==> src/rtl/esg_pkg.sv <==
package esg_pkg;
    typedef enum logic [2:0] {
        ST_READ,
        ST_PEND,
        ST_ERASE,
        ST_SUSP,
        ST_FAIL
    } esg_state_e;

    localparam int SB_ALT   = 2;
    localparam int SB_TIMER = 3;
    localparam int SB_ERR   = 5;
    localparam int SB_TOG   = 6;
endpackage

==> src/rtl/esg_cycle_timer.sv <==
module esg_cycle_timer #(
    parameter int CNT_W = 12
) (
    input  logic             clk,
    input  logic             rst_n,
    input  logic             load_i,
    input  logic [CNT_W-1:0] load_val_i,
    input  logic             dec_i,
    output logic             zero_o
);
    logic [CNT_W-1:0] cnt_q;

    always_ff @(posedge clk or negedge rst_n) begin
        if (!rst_n)                      cnt_q <= '0;
        else if (load_i)                 cnt_q <= load_val_i;
        else if (dec_i && cnt_q != '0)   cnt_q <= cnt_q - 1'b1;
    end

    assign zero_o = (cnt_q == '0);

    // the controller never asks for a step below zero
    p_no_underflow_r5: assert property (@(posedge clk) disable iff (!rst_n)
        (dec_i && !load_i) |-> (cnt_q != '0));
endmodule

==> src/rtl/esg_blk_tracker.sv <==
module esg_blk_tracker #(
    parameter int NBLK = 8
) (
    input  logic                    clk,
    input  logic                    rst_n,
    input  logic                    add_i,
    input  logic [$clog2(NBLK)-1:0] add_blk_i,
    input  logic                    all_i,
    input  logic                    latch_fail_i,
    input  logic [NBLK-1:0]         fail_inject_i,
    input  logic                    clear_i,
    output logic [NBLK-1:0]         sel_o,
    output logic [NBLK-1:0]         fail_o
);
    localparam int BLK_W = $clog2(NBLK);

    for (genvar g = 0; g < NBLK; g++) begin : g_blk
        logic s_q;
        logic f_q;
        always_ff @(posedge clk or negedge rst_n) begin
            if (!rst_n)       s_q <= 1'b0;
            else if (clear_i) s_q <= 1'b0;
            else if (all_i || (add_i && add_blk_i == BLK_W'(g))) s_q <= 1'b1;
        end
        always_ff @(posedge clk or negedge rst_n) begin
            if (!rst_n)            f_q <= 1'b0;
            else if (clear_i)      f_q <= 1'b0;
            else if (latch_fail_i) f_q <= fail_inject_i[g] & (all_i | s_q);
        end
        assign sel_o[g]  = s_q;
        assign fail_o[g] = f_q;
    end

    // without a clear the selection only grows
    p_mask_grow_r4: assert property (@(posedge clk) disable iff (!rst_n)
        !clear_i |=> ((sel_o & $past(sel_o)) == $past(sel_o)));
endmodule

==> src/rtl/esg_read_port.sv <==
module esg_read_port
    import esg_pkg::*;
#(
    parameter int DATA_W = 8,
    parameter int NBLK   = 8
) (
    input  logic                    clk,
    input  logic                    rst_n,
    input  logic                    rd_i,
    input  logic [$clog2(NBLK)-1:0] rd_blk_i,
    input  esg_state_e              state_i,
    input  logic [NBLK-1:0]         sel_i,
    input  logic [NBLK-1:0]         fail_i,
    input  logic [DATA_W-1:0]       array_i,
    output logic [DATA_W-1:0]       data_o,
    output logic                    status_o
);
    logic              tog_q, alt_q;
    logic              give_status, alt_step, tog_step, timer_bit, err_bit;
    logic              in_sel, in_fail;
    logic [DATA_W-1:0] stat_word;

    assign in_sel  = sel_i[rd_blk_i];
    assign in_fail = fail_i[rd_blk_i];

    always_comb begin
        give_status = 1'b0;
        alt_step    = 1'b0;
        tog_step    = 1'b0;
        timer_bit   = 1'b0;
        err_bit     = 1'b0;
        unique case (state_i)
            ST_READ: ;
            ST_PEND: begin
                give_status = 1'b1;
                alt_step    = in_sel;
                tog_step    = 1'b1;
            end
            ST_ERASE: begin
                give_status = 1'b1;
                alt_step    = in_sel;
                tog_step    = 1'b1;
                timer_bit   = 1'b1;
            end
            ST_SUSP: begin
                give_status = in_sel;
                alt_step    = in_sel;
                timer_bit   = 1'b1;
            end
            ST_FAIL: begin
                give_status = 1'b1;
                alt_step    = in_fail;
                tog_step    = 1'b1;
                timer_bit   = 1'b1;
                err_bit     = 1'b1;
            end
            default: ;
        endcase
    end

    always_comb begin
        stat_word           = '0;
        stat_word[SB_TOG]   = tog_q;
        stat_word[SB_ERR]   = err_bit;
        stat_word[SB_TIMER] = timer_bit;
        stat_word[SB_ALT]   = alt_q;
    end

    always_ff @(posedge clk or negedge rst_n) begin
        if (!rst_n) begin
            data_o   <= '0;
            status_o <= 1'b0;
            tog_q    <= 1'b0;
            alt_q    <= 1'b0;
        end else if (rd_i) begin
            data_o   <= give_status ? stat_word : array_i;
            status_o <= give_status;
            if (tog_step) tog_q <= ~tog_q;
            if (alt_step) alt_q <= ~alt_q;
        end
    end

    p_idle_data_r2: assert property (@(posedge clk) disable iff (!rst_n)
        (rd_i && state_i == ST_READ) |=> (!status_o && data_o == $past(array_i)));

    p_pend_timer_low_r3: assert property (@(posedge clk) disable iff (!rst_n)
        (rd_i && state_i == ST_PEND) |=> (status_o && !data_o[SB_TIMER]));

    p_susp_outside_data_r8: assert property (@(posedge clk) disable iff (!rst_n)
        (rd_i && state_i == ST_SUSP && !sel_i[rd_blk_i]) |=> (!status_o && data_o == $past(array_i)));

    p_failed_err_r10: assert property (@(posedge clk) disable iff (!rst_n)
        (rd_i && state_i == ST_FAIL) |=> (status_o && data_o[SB_ERR] && data_o[SB_TIMER]));

    p_reserved_zero_r11: assert property (@(posedge clk) disable iff (!rst_n)
        status_o |-> (!data_o[7] && !data_o[4] && data_o[1:0] == 2'b00));
endmodule

==> src/rtl/erase_status_gen.sv <==
module erase_status_gen
    import esg_pkg::*;
#(
    parameter int ADDR_W = 8,
    parameter int NBLK   = 8,
    parameter int DATA_W = 8,
    parameter int CNT_W  = 12
) (
    input  logic              clk,
    input  logic              rst_n,
    input  logic [CNT_W-1:0]  pend_cycles_i,
    input  logic [CNT_W-1:0]  erase_cycles_i,
    input  logic              blk_erase_stb_i,
    input  logic              chip_erase_stb_i,
    input  logic              suspend_stb_i,
    input  logic              resume_stb_i,
    input  logic              clear_err_stb_i,
    input  logic [NBLK-1:0]   fail_inject_i,
    input  logic              rd_stb_i,
    input  logic [ADDR_W-1:0] addr_i,
    input  logic [DATA_W-1:0] array_data_i,
    output logic [DATA_W-1:0] rd_data_o,
    output logic              rd_is_status_o
);
    localparam int BLK_W = $clog2(NBLK);

    esg_state_e       state_q, state_d;
    logic [BLK_W-1:0] blk;
    logic             tmr_load, tmr_dec, tmr_zero;
    logic [CNT_W-1:0] tmr_val;
    logic             trk_add, trk_all, trk_latch, trk_clear;
    logic [NBLK-1:0]  sel_mask, fail_mask;

    assign blk = addr_i[ADDR_W-1 -: BLK_W];

    always_ff @(posedge clk or negedge rst_n) begin
        if (!rst_n) state_q <= ST_READ;
        else        state_q <= state_d;
    end

    always_comb begin
        state_d = state_q;
        unique case (state_q)
            ST_READ:  if (chip_erase_stb_i)     state_d = ST_ERASE;
                      else if (blk_erase_stb_i) state_d = ST_PEND;
            ST_PEND:  if (!blk_erase_stb_i && tmr_zero) state_d = ST_ERASE;
            ST_ERASE: if (suspend_stb_i)        state_d = ST_SUSP;
                      else if (tmr_zero)        state_d = (|fail_mask) ? ST_FAIL : ST_READ;
            ST_SUSP:  if (resume_stb_i)         state_d = ST_ERASE;
            ST_FAIL:  if (clear_err_stb_i)      state_d = ST_READ;
            default:                            state_d = ST_READ;
        endcase
    end

    always_comb begin
        tmr_load  = 1'b0;
        tmr_val   = pend_cycles_i;
        tmr_dec   = 1'b0;
        trk_add   = 1'b0;
        trk_all   = 1'b0;
        trk_latch = 1'b0;
        trk_clear = 1'b0;
        unique case (state_q)
            ST_READ: begin
                if (chip_erase_stb_i) begin
                    trk_all   = 1'b1;
                    trk_latch = 1'b1;
                    tmr_load  = 1'b1;
                    tmr_val   = erase_cycles_i;
                end else if (blk_erase_stb_i) begin
                    trk_add  = 1'b1;
                    tmr_load = 1'b1;
                end
            end
            ST_PEND: begin
                if (blk_erase_stb_i) begin
                    trk_add  = 1'b1;
                    tmr_load = 1'b1;
                end else if (tmr_zero) begin
                    trk_latch = 1'b1;
                    tmr_load  = 1'b1;
                    tmr_val   = erase_cycles_i;
                end else begin
                    tmr_dec = 1'b1;
                end
            end
            ST_ERASE: begin
                if (!suspend_stb_i) begin
                    if (tmr_zero) trk_clear = ~(|fail_mask);
                    else          tmr_dec   = 1'b1;
                end
            end
            ST_SUSP: ;
            ST_FAIL:  trk_clear = clear_err_stb_i;
            default:  trk_clear = 1'b1;
        endcase
    end

    esg_cycle_timer #(.CNT_W(CNT_W)) u_timer (
        .clk        (clk),
        .rst_n      (rst_n),
        .load_i     (tmr_load),
        .load_val_i (tmr_val),
        .dec_i      (tmr_dec),
        .zero_o     (tmr_zero)
    );

    esg_blk_tracker #(.NBLK(NBLK)) u_tracker (
        .clk           (clk),
        .rst_n         (rst_n),
        .add_i         (trk_add),
        .add_blk_i     (blk),
        .all_i         (trk_all),
        .latch_fail_i  (trk_latch),
        .fail_inject_i (fail_inject_i),
        .clear_i       (trk_clear),
        .sel_o         (sel_mask),
        .fail_o        (fail_mask)
    );

    esg_read_port #(.DATA_W(DATA_W), .NBLK(NBLK)) u_read (
        .clk      (clk),
        .rst_n    (rst_n),
        .rd_i     (rd_stb_i),
        .rd_blk_i (blk),
        .state_i  (state_q),
        .sel_i    (sel_mask),
        .fail_i   (fail_mask),
        .array_i  (array_data_i),
        .data_o   (rd_data_o),
        .status_o (rd_is_status_o)
    );

    p_susp_hold_r8: assert property (@(posedge clk) disable iff (!rst_n)
        (state_q == ST_SUSP && !resume_stb_i) |=> (state_q == ST_SUSP));

    p_chip_all_r9: assert property (@(posedge clk) disable iff (!rst_n)
        (state_q == ST_READ && chip_erase_stb_i) |=> ((&sel_mask) && state_q == ST_ERASE));

    p_clean_return_r5: assert property (@(posedge clk) disable iff (!rst_n)
        (state_q == ST_ERASE && tmr_zero && !suspend_stb_i && fail_mask == '0)
            |=> (state_q == ST_READ && sel_mask == '0));

    p_fail_in_sel_r10: assert property (@(posedge clk) disable iff (!rst_n)
        (state_q == ST_ERASE) |-> ((fail_mask & ~sel_mask) == '0));
endmodule

==> config.mk <==
export PLATFORM = sky130hd
export DESIGN_NAME = erase_status_gen
export DESIGN_NICKNAME = d
export VERILOG_FILES = /design/src/rtl/esg_pkg.sv /design/src/rtl/esg_cycle_timer.sv /design/src/rtl/esg_blk_tracker.sv /design/src/rtl/esg_read_port.sv /design/src/rtl/erase_status_gen.sv
export SDC_FILE = /design/constraint.sdc
export NUM_CORES = 1
export LEC_CHECK = 0
export ABC_CLOCK_PERIOD_IN_PS = 4100
export BUFFER_PORTS_ARGS = -buffer_cell sky130_fd_sc_hd__buf_2
export CORE_ASPECT_RATIO = 1.1
export CORE_MARGIN = 4
export CORE_UTILIZATION = 41
export CTS_BUF_LIST = sky130_fd_sc_hd__clkbuf_16
export DETAILED_ROUTE_END_ITERATION = 10
export PLACE_DENSITY = 0.7
export SYNTH_ARGS = -nofsm -noshare
export SYNTH_HDL_FRONTEND = slang
export SYNTH_HIERARCHICAL = 1
export SYNTH_SLANG_ARGS = --single-unit
==> constraint.sdc <==
create_clock -name clk -period 4.1 [get_ports clk]
set_input_delay 0.615 -clock clk [delete_from_list [all_inputs] [get_ports clk]]
set_output_delay 0.615 -clock clk [all_outputs]
set_load 0.01 [all_outputs]
==> run metrics, run 1 <==
Fmax achieved=326 MHz; Max VDD drop=0.213 mV; delay-heaviest family, CP=simple AND/OR/NAND/NOR gates; Initial Util=42.8%; #FFs+latches synth=42; Net Switching=0.478 mW; Final Max Tran Viols=0; Bufs and invs on worst path=2; Reg-to-Reg Start=u_timer/cnt_q[0]; cts bufs inserted=5; worst path cell trace=inv_1 > ha_1 > nor3b_2 > nand4_1 > inv_1 > nand3b_1 > a21boi_4 > mux2_2 > a21oi_1 > o311ai_1; startpoint types=register; register area share after synthesis=36.6%; Post-CTS Setup Repair Bufs=0; final WL=6080 um; TritonCTS clock tree=yes; yosys warns=6; Synth async-reset ratio=100%; CORE AREA=0.00671 sq mm; Crit. End Element=register; critical path required time=4230 ps; reg-to-reg setup timing slack=1030 ps; die width=87.8 um; Post-Route Setup TNS=0 ps; H-tree depth=2; Clock Sink Count=42; n_diodes=0; Max Cap Viol=0; cell-internal power=1.02 mW; CTS clk-pin slew, worst paths=60 ps; die area=0.00841 sq mm; layout cells sized above 1=31.0%; initial antenna violation count=0; clock group share of total power=28.5%; DPL Wire Length=4340 um; hold crit path type=input port to asynchronous set/reset pin; commonest non-fill, non-tap cell in the layout=buf_2; sequential share of power=43.7%; CP max stage cell=a21boi_4; most frequent cells in the layout=buf_2, dfrtp_1, nor2_1; combinational power share=27.8%; Root Buffer=clkbuf_16; # hold bufs at CTS=0; num ports=65; multi-input logic area=0.00158 sq mm; Slew Limit Headroom=38.4%; crit-path max FO=13; syn nets=356; end of the worst register-to-register path=u_timer/cnt_q[5]; Main synth FF type=dfrtp_1; Initial DRT Pass Iterations=4; post-synth cell types=69; Final setup viols=0; mapped cell area=0.00287 sq mm; PD cells=461 mW/mm^2; All-Layer GR Usage=15.2%; most used cell, CP=inv_1; GPL Wtd Cong=0.831; worst hold slack=476 ps; FF-to-FF path depth=10; switching share of power=31.8%; Die Ht=95.8 um; part of the cycle the worst path needs=74.9%; num rows=31; vias per inst=5.39; first-pass GRT wire length=10100 um; port bufs=59; Final ANT Viol Nets=0; Critical Path Start=u_timer/cnt_q[0]; fillers=652; Max clock buf depth=2; # DRC=0; area delta synth->final=13.3%; final hold vios=0; DRT iter0 DRCs=98; max incr delay on CP=540 ps; WS Path Type=register to register; RSZ-0062 raised after global routing=no; synthesized instance count=298; Fin Clk Skew=3.02 ps; final net count=394; WP data arrival=3200 ps; Clock Latency Late Sink=280 ps; grt ovf=0; Mapped Avg Cell Area=9.64 sq um; worst-margin pin slew=924 ps; vias in the first global route=2191; wire per inst=14.6 um; Vias=2251; Lkg Pwr=1.36 nW; minimum clock period=3070 ps; largest net degree at the start of global routing=43; status=completed; Post-synth EDFFs=0; FF/Latch Area=0.00105 sq mm; # resized after CTS=0
==> cell families (layout without fill, tap and decap cells) <==
family / count (synthesis) / after routing / share of synthesized area, %
compound gates: 76 / 76 / 19.0
flops: 42 / 42 / 36.6
fa+ha+maj: 2 / 2 / 0.871
simple gates: 109 / 109 / 23.4
mux: 20 / 20 / 9.15
buf+inv: 41 / 79 / 8.54
xor+xnor: 8 / 8 / 2.44
==> worst max path at each step <==
stage,end,slack [ps],cells past startpoint
after floorplan,u_timer/cnt_q[7],1540,11
after global placement,u_timer/cnt_q[5],1060,10
after detailed placement,u_timer/cnt_q[5],1010,10
after CTS,u_timer/cnt_q[5],1000,10
after global routing,u_timer/cnt_q[5],780,10
final,u_timer/cnt_q[5],1030,10
==> synth_stat cells, drive strengths merged, types with 8 or more instances <==
master / instances / area share, %
dfrtp: 42 / 37
nor2: 27 / 3.6
a21oi: 23 / 4.1
buf: 23 / 6.2
nand2: 18 / 2.4
nand2b: 14 / 3.4
mux2: 13 / 6.3
o21ai: 12 / 2.4
o211ai: 11 / 3.0
clkbuf: 10 / 1.3
inv: 8 / 1.0
==> per-stage QoR <==
| step | setup slack, ps | std cells | cell area [sq um] | util, % | power [mW] |
|---|---|---|---|---|---|
| finish | 1030 | 418 | 3250 | 48.5 | 1.50 |
| global route | 781 | 418 | 3250 | 48.5 | 1.61 |
| CTS | 999 | 418 | 3250 | 48.5 | 1.52 |
| detailed placement | 1010 | 411 | 3100 | 46.1 | 1.08 |
| global placement | 1060 | 411 | 3100 | 46.1 | 1.06 |
| floorplan | 1540 | 298 | 2870 | - | 0.987 |
==> worst register-to-register path: stages, from the launching register on <==
cell and delay, ps:
dfrtp_1 430, inv_1 100, ha_1 170, nor3b_2 460
nand4_1 240, inv_1 190, nand3b_1 160, a21boi_4 540
mux2_2 400, a21oi_1 140, o311ai_1 100
==> per-layer routing <==
layer | global-route usage [%] | part of all wire, % | wire [um] | up-vias
met1 | 20.4 | 47 | 2830 | 1040
met4 | 4.60 | 0.89 | 54 | 0
li1 | - | - | - | 1145
met3 | 3.77 | 6.0 | 364 | 4
met5 | 0 | 0 | 0 | -
met2 | 24.0 | 47 | 2830 | 62
==> state kept, by name (all words and copies together), names as in the netlist <==
signal / flops
u_tracker/g_blk.f_q: 8
u_tracker/g_blk.s_q: 8
u_read/status_o: 1
u_timer/cnt_q: 12
u_read/data_o: 8
u_read/alt_q: 1
state_q: 3
u_read/tog_q: 1
==> layout make-up <==
class / count / share of cell area, %
clock buffers: 5 / 3.84
clock inverters: 2 / 1.04
inverters: 8 / 0.923
multi-input cells: 215 / 48.5
flip-flops and latches: 42 / 32.3
well taps: 82 / 3.15
repair buffers: 64 / 10.2
==> power groups by stage <==
| stage | clock (mW) | sequential, mW | combinational [mW] |
|---|---|---|---|
| after floorplan | 0 | 0.637 | 0.350 |
| after global placement | 0 | 0.655 | 0.405 |
| after detailed placement | 0 | 0.660 | 0.417 |
| after CTS | 0.440 | 0.655 | 0.421 |
| after global routing | 0.459 | 0.675 | 0.474 |
| final | 0.428 | 0.656 | 0.417 |
No activity file was read; power rests on OpenSTA's default activity.
==> run 2: changes to the inputs <==
--- a/config.mk
+++ b/config.mk
@@ -5,14 +5,15 @@
 export SDC_FILE = /design/constraint.sdc
 export NUM_CORES = 1
 export LEC_CHECK = 0
-export ABC_CLOCK_PERIOD_IN_PS = 4100
+export ABC_AREA = 1
+export ABC_CLOCK_PERIOD_IN_PS = 2700
 export BUFFER_PORTS_ARGS = -buffer_cell sky130_fd_sc_hd__buf_2
 export CORE_ASPECT_RATIO = 1.1
 export CORE_MARGIN = 4
 export CORE_UTILIZATION = 41
 export CTS_BUF_LIST = sky130_fd_sc_hd__clkbuf_16
 export DETAILED_ROUTE_END_ITERATION = 10
-export PLACE_DENSITY = 0.7
+export PLACE_DENSITY = 0.72
 export SYNTH_ARGS = -nofsm -noshare
 export SYNTH_HDL_FRONTEND = slang
 export SYNTH_HIERARCHICAL = 1
==> constraint.sdc (replaced) <==
create_clock -name clk -period 2.7 [get_ports clk]
set_input_delay 0.405 -clock clk [delete_from_list [all_inputs] [get_ports clk]]
set_output_delay 0.405 -clock clk [all_outputs]
set_load 0.01 [all_outputs]
==> run metrics, run 2 <==
status=completed; H-tree depth=2 (unchanged); die area=0.00913 sq mm (+8.6%); crit-path max FO=28 (+15); hold crit path type=input port to asynchronous set/reset pin; startpoint types=register; top post-synthesis cells by area=dfrtp_1, nand2_1, nand3_1; multi-input logic area=0.00166 sq mm (+5.3%); cts bufs inserted=5 (unchanged); final net count=547 (+39%); WP data arrival=2540 ps (-660 ps); Max VDD drop=0.437 mV (+110%); Lkg Pwr=1.85 nW (+36%); clock group share of total power=16.8% (-12 points); die width=91.5 um (+4.2%); worst hold slack=272 ps (-204 ps); worst path cell trace=inv_1 > ha_1 > nand3_1 > nor3_1 > buf_4 > nand4_4 > nand2_8 > nand3_2 > nand2_1 > nor2_1 > a31oi_1 > nand2_1 > nand2_1; first-pass GRT wire length=11700 um (+15%); # resized after CTS=0 (unchanged); n_diodes=0 (unchanged); wire per inst=11.7 um (-19%); area delta synth->final=11.8%; layout cells sized above 1=23.1% (-7.9 points); final hold vios=0 (unchanged); Fin Clk Skew=6.09 ps (+3.07 ps); Post-CTS Setup Repair Bufs=0 (unchanged); register area share after synthesis=33.5% (-3.1 points); cell-internal power=2.15 mW (+110%); Die Ht=99.8 um (+4.2%); PD cells=1140 mW/mm^2 (+150%); Slew Limit Headroom=36.6% (-1.8 points); initial antenna violation count=0 (unchanged); max FFs per register=12 (unchanged); switching share of power=46.2% (+14 points); DRT iter0 DRCs=134 (+37%); CTS clk-pin slew, worst paths=60 ps (about the same); syn nets=507 (+42%); Root Buffer=clkbuf_16; WS Path Type=register to register; DPL Wire Length=5170 um (+19%); area leader, netlist=dfrtp_1; yosys warns=6 (unchanged); most common library cells after synthesis=nand2_1, nand3_1, nor2_1, dfrtp_1, inv_1; Post-Route Setup TNS=0 ps (unchanged); commonest non-fill, non-tap cell in the layout=nand2_1; Mapped Avg Cell Area=7.00 sq um (-27%); synthesized instance count=449 (+51%); Initial Util=42.0% (-0.75 points); #FFs+latches synth=42 (unchanged); CORE AREA=0.00747 sq mm (+11%); Final Max Tran Viols=0 (unchanged); fillers=747 (+15%); All-Layer GR Usage=15.6% (+0.39 points); num ports=65 (unchanged); vias in the first global route=2690 (+23%); port bufs=59 (unchanged); Vias=2844 (+26%); sequential share of power=30.4% (-13 points); final WL=6970 um (+15%); Max clock buf depth=2 (unchanged); most common cell in the synthesized netlist=nand2_1; minimum clock period=2310 ps (-757 ps); FF/Latch Area=0.00105 sq mm (unchanged); Main synth FF type=dfrtp_1; # hold bufs at CTS=0 (unchanged); share of the synthesized area in the top cell type=33.5% (-3.1 points); Final ANT Viol Nets=0 (unchanged); Final setup viols=0 (unchanged); most used cell, CP=nand2_1; Crit. End Element=register; mapped cell area=0.00314 sq mm (+9.4%); Initial DRT Pass Iterations=5 (+1); Net Switching=1.84 mW (+290%); combinational power share=52.8% (+25 points); Clock Sink Count=42 (unchanged); Synth async-reset ratio=100% (unchanged); Max Cap Viol=0 (unchanged); GPL Wtd Cong=0.909 (+9.4%); Fmax achieved=432 MHz (+33%); part of the cycle the worst path needs=85.6% (+11 points); # DRC=0 (unchanged); num rows=33 (+6.5%); most frequent cells in the layout=nand2_1, buf_2, nand3_1; Reg with most FFs=u_timer/cnt_q; RSZ-0062 raised after global routing=no; Post-synth EDFFs=0 (unchanged); vias per inst=4.78 (-11%); grt ovf=0 (unchanged); max incr delay on CP=380 ps (-160 ps); post-synth cell types=38 (-45%); largest net degree at the start of global routing=43 (unchanged); critical path required time=2920 ps (-1310 ps); TritonCTS clock tree=yes; worst-margin pin slew=951 ps (+27.4 ps); CP max stage cell=dfrtp_1; Clock Latency Late Sink=280 ps (about the same)
run 2: logic make-up (layout without fill, tap and decap cells):
group,Yosys count,after routing,share of synthesized area (%)
adder cells (fa/ha/maj),2,2,0.796
XOR/XNOR,4,4,1.12
AO/OA/AOI/OAI,55,55,9.68
buffers and inverters,76,117,13.9
AND/OR/NAND/NOR,270,270,41.1
flip-flops,42,42,33.5
run 2: area by class of cell:
| type | instances | area share (%) |
|---|---|---|
| multi-input cells | 331 | 47.3 |
| flip-flops and latches | 42 | 29.9 |
| repair buffers | 63 | 9.26 |
| inverters | 46 | 5.06 |
| well taps | 105 | 3.74 |
| clock buffers | 5 | 3.56 |
| clock inverters | 3 | 1.14 |
run 2: final timing paths:
check | startpoint | end | slack, ps | cells past startpoint
hold / removal | rst_n | u_tracker/g_blk[2].f_q | 270 | 1
setup reg to reg | u_timer/cnt_q[0] | u_timer/cnt_q[3] | 390 | 13
hold reg to reg | u_read/data_o[3] | u_read/data_o[3] | 470 | 2
min in group clk | array_data_i[4] | u_read/data_o[4] | 320 | 3
setup / recovery | u_timer/cnt_q[0] | u_timer/cnt_q[3] | 390 | 13
max in group asynchronous | rst_n | u_read/data_o[7] | 1840 | 1
run 2: power by group through the flow:
stage	sequential (mW)	clock (mW)	combinational, mW
6_report	1.21	0.670	2.11
3_5_place_dp	1.22	0	2.11
2_1_floorplan	1.18	0	1.92
4_1_cts	1.21	0.684	2.12
5_1_grt	1.27	0.706	2.42
3_3_place_gp	1.21	0	2.06
run 2: stage by stage:
stage | total power, mW | instances | area [sq um] | util [%] | worst slack, ps
5_1_grt | 4.39 | 595 | 3510 | 47.0 | 84.2
2_1_floorplan | 3.10 | 449 | 3140 | - | 151
3_5_place_dp | 3.33 | 587 | 3340 | 44.7 | 306
3_3_place_gp | 3.26 | 587 | 3340 | 44.7 | 351
6_report | 4.00 | 595 | 3510 | 47.0 | 388
4_1_cts | 4.01 | 595 | 3500 | 46.9 | 278
run 2: routing by layer:
| metal | up-vias | routed length [um] | global-route usage (%) |
|---|---|---|---|
| met5 | - | 0 | 0 |
| met4 | 0 | 83 | 5.10 |
| met3 | 9 | 434 | 3.45 |
| met2 | 68 | 3340 | 27.9 |
| met1 | 1265 | 3120 | 18.4 |
| li1 | 1502 | - | - |
run 2: critical path, delay by kind of cell, from the launching register on:
| family | cells | cell delay [ps] |
|---|---|---|
| AOI/OAI and AO/OA | 1 | 160 |
| adders and majority gates | 1 | 220 |
| buffers and inverters | 2 | 360 |
| DFF | 1 | 380 |
| and+or+nand+nor | 9 | 1130 |
==> run 3: changes to the inputs <==
--- a/config.mk
+++ b/config.mk
@@ -11,8 +11,9 @@
 export CORE_ASPECT_RATIO = 1.1
 export CORE_MARGIN = 4
 export CORE_UTILIZATION = 41
-export CTS_BUF_LIST = sky130_fd_sc_hd__clkbuf_16
+export CTS_BUF_LIST = sky130_fd_sc_hd__clkbuf_8
 export DETAILED_ROUTE_END_ITERATION = 10
+export GPL_TIMING_DRIVEN = 1
 export PLACE_DENSITY = 0.72
 export SYNTH_ARGS = -nofsm -noshare
 export SYNTH_HDL_FRONTEND = slang
==> run metrics, run 3 (synthesis gave the netlist of run 2 again) <==
status=completed; die width=91.5 um (unchanged); minimum clock period=2340 ps (+25.5 ps); All-Layer GR Usage=15.3% (-0.21 points); Crit. End Element=register; Post-Route Setup TNS=0 ps (unchanged); TritonCTS clock tree=yes; part of the cycle the worst path needs=86.6% (+0.95 points); Critical Path Start=u_timer/cnt_q[0]; Bufs and invs on worst path=2 (unchanged); grt ovf=0 (unchanged); Max clock buf depth=2 (unchanged); # hold bufs at CTS=0 (unchanged); commonest non-fill, non-tap cell in the layout=nand2_1; RSZ-0062 raised after global routing=no; Post-CTS Setup Repair Bufs=0 (unchanged); crit path capture=u_timer/cnt_q[3]; vias in the first global route=2663 (-1.0%); Reg with most FFs=u_timer/cnt_q; Final setup viols=0 (unchanged); fillers=754 (+0.94%); port bufs=59 (unchanged); PD cells=1100 mW/mm^2 (-3.1%); startpoint types=register; GPL Wtd Cong=0.909 (unchanged); # resized after CTS=0 (unchanged); n_diodes=0 (unchanged); worst path cell trace=inv_1 > ha_1 > nand3_1 > nor3_1 > buf_4 > nand4_4 > nand2_8 > nand3_2 > nand2_1 > nor2_1 > a31oi_1 > nand2_1 > nand2_1; most frequent cells in the layout=nand2_1, buf_2, nand3_1; Max VDD drop=0.441 mV (+0.81%); final net count=547 (unchanged); Clock Latency Late Sink=300 ps (+20 ps); WP data arrival=2580 ps (+40 ps); Initial DRT Pass Iterations=4 (-1); layout cells sized above 1=23.1% (unchanged); most used cell, CP=nand2_1; final WL=6940 um (-0.42%); end of the worst register-to-register path=u_timer/cnt_q[3]; Final ANT Viol Nets=0 (unchanged); CORE AREA=0.00747 sq mm (unchanged); Vias=2854 (+0.35%); largest net degree at the start of global routing=43 (unchanged); Fin Clk Skew=8.23 ps (+2.14 ps); reg-to-reg setup timing slack=360 ps (-30 ps); worst-margin pin slew=955 ps (+3.50 ps); max incr delay on CP=380 ps (about the same); WS Path Type=register to register; wire per inst=11.7 um (-0.42%); Die Ht=99.8 um (unchanged); num rows=33 (unchanged); CP max stage cell=dfrtp_1; initial antenna violation count=0 (unchanged); Fmax achieved=428 MHz (-1.1%); Slew Limit Headroom=36.4% (-0.23 points); H-tree depth=2 (unchanged); first-pass GRT wire length=11600 um (-0.82%); Final Max Tran Viols=0 (unchanged); Initial Util=42.0% (unchanged); Reg-to-Reg Start=u_timer/cnt_q[0]; Clock Sink Count=42 (unchanged); Root Buffer=clkbuf_8; CTS clk-pin slew, worst paths=80 ps (+20 ps); cts bufs inserted=5 (unchanged); num ports=65 (unchanged); worst hold slack=255 ps (-16.6 ps); # DRC=0 (unchanged); Lkg Pwr=1.82 nW (-1.4%); delay-heaviest family, CP=simple AND/OR/NAND/NOR gates; CP Depth=13 (unchanged); area delta synth->final=10.0%; critical path required time=2940 ps (+20 ps); DPL Wire Length=5170 um (unchanged); hold crit path type=input port to asynchronous set/reset pin; die area=0.00913 sq mm (unchanged); Max Cap Viol=0 (unchanged); DRT iter0 DRCs=119 (-11%); crit-path max FO=28 (unchanged); vias per inst=4.80 (+0.35%); final hold vios=0 (unchanged); max FFs per register=12 (unchanged); FF-to-FF path depth=13 (unchanged)
## run 3: cell counts in the layout (fill, tap and decap cells not counted)
No cell type changed its count.
## run 3: area by class of cell
cell class	count	area, sq um	area share [%]
tap	105	131	3.80
multi-input combinational	331	1660	48.1
sequential	42	1050	30.4
inverter	46	178	5.14
clock buffer	5	68.8	1.99
clock inverter	3	40.0	1.16
timing repair buffer	63	325	9.41
## run 3: worst min-delay path by stage
stage	slack [ps]	from	to	cells after the start
2_1_floorplan	110	rst_n	state_q[0]	0
3_3_place_gp	450	u_read/alt_q	u_read/alt_q	2
3_5_place_dp	460	u_read/data_o[3]	u_read/data_o[3]	2
4_1_cts	290	rst_n	u_tracker/g_blk[2].f_q	1
5_1_grt	310	array_data_i[4]	u_read/data_o[4]	3
6_report	260	rst_n	u_timer/cnt_q[4]	1
## run 3: report_power, final
part	internal, mW	switching, mW	total [mW]	leakage, nW
clock	0.272	0.217	0.489	0.0579
sequential	0.942	0.269	1.21	0.504
combinational	0.775	1.34	2.11	1.26
## run 3: through the flow
stage	setup WS, ps	cells	area (sq um)	util [%]	power [mW]
after global placement	351	587	3340	44.7	3.26
after floorplan	151	449	3140	-	3.10
final	362	595	3460	46.3	3.81
after CTS	275	595	3450	46.1	3.83
after global routing	77.5	595	3460	46.3	4.21
after detailed placement	306	587	3340	44.7	3.33
## run 3: metal layers
metal  vias to the layer above  share of wire [%]  GRT usage, %
li1                       1501                  -             -
met1                      1281                 45          18.5
met2                        62                 48          27.3
met3                        10                4.9          3.15
met4                         0                1.4          4.99
met5                         -                  0             0
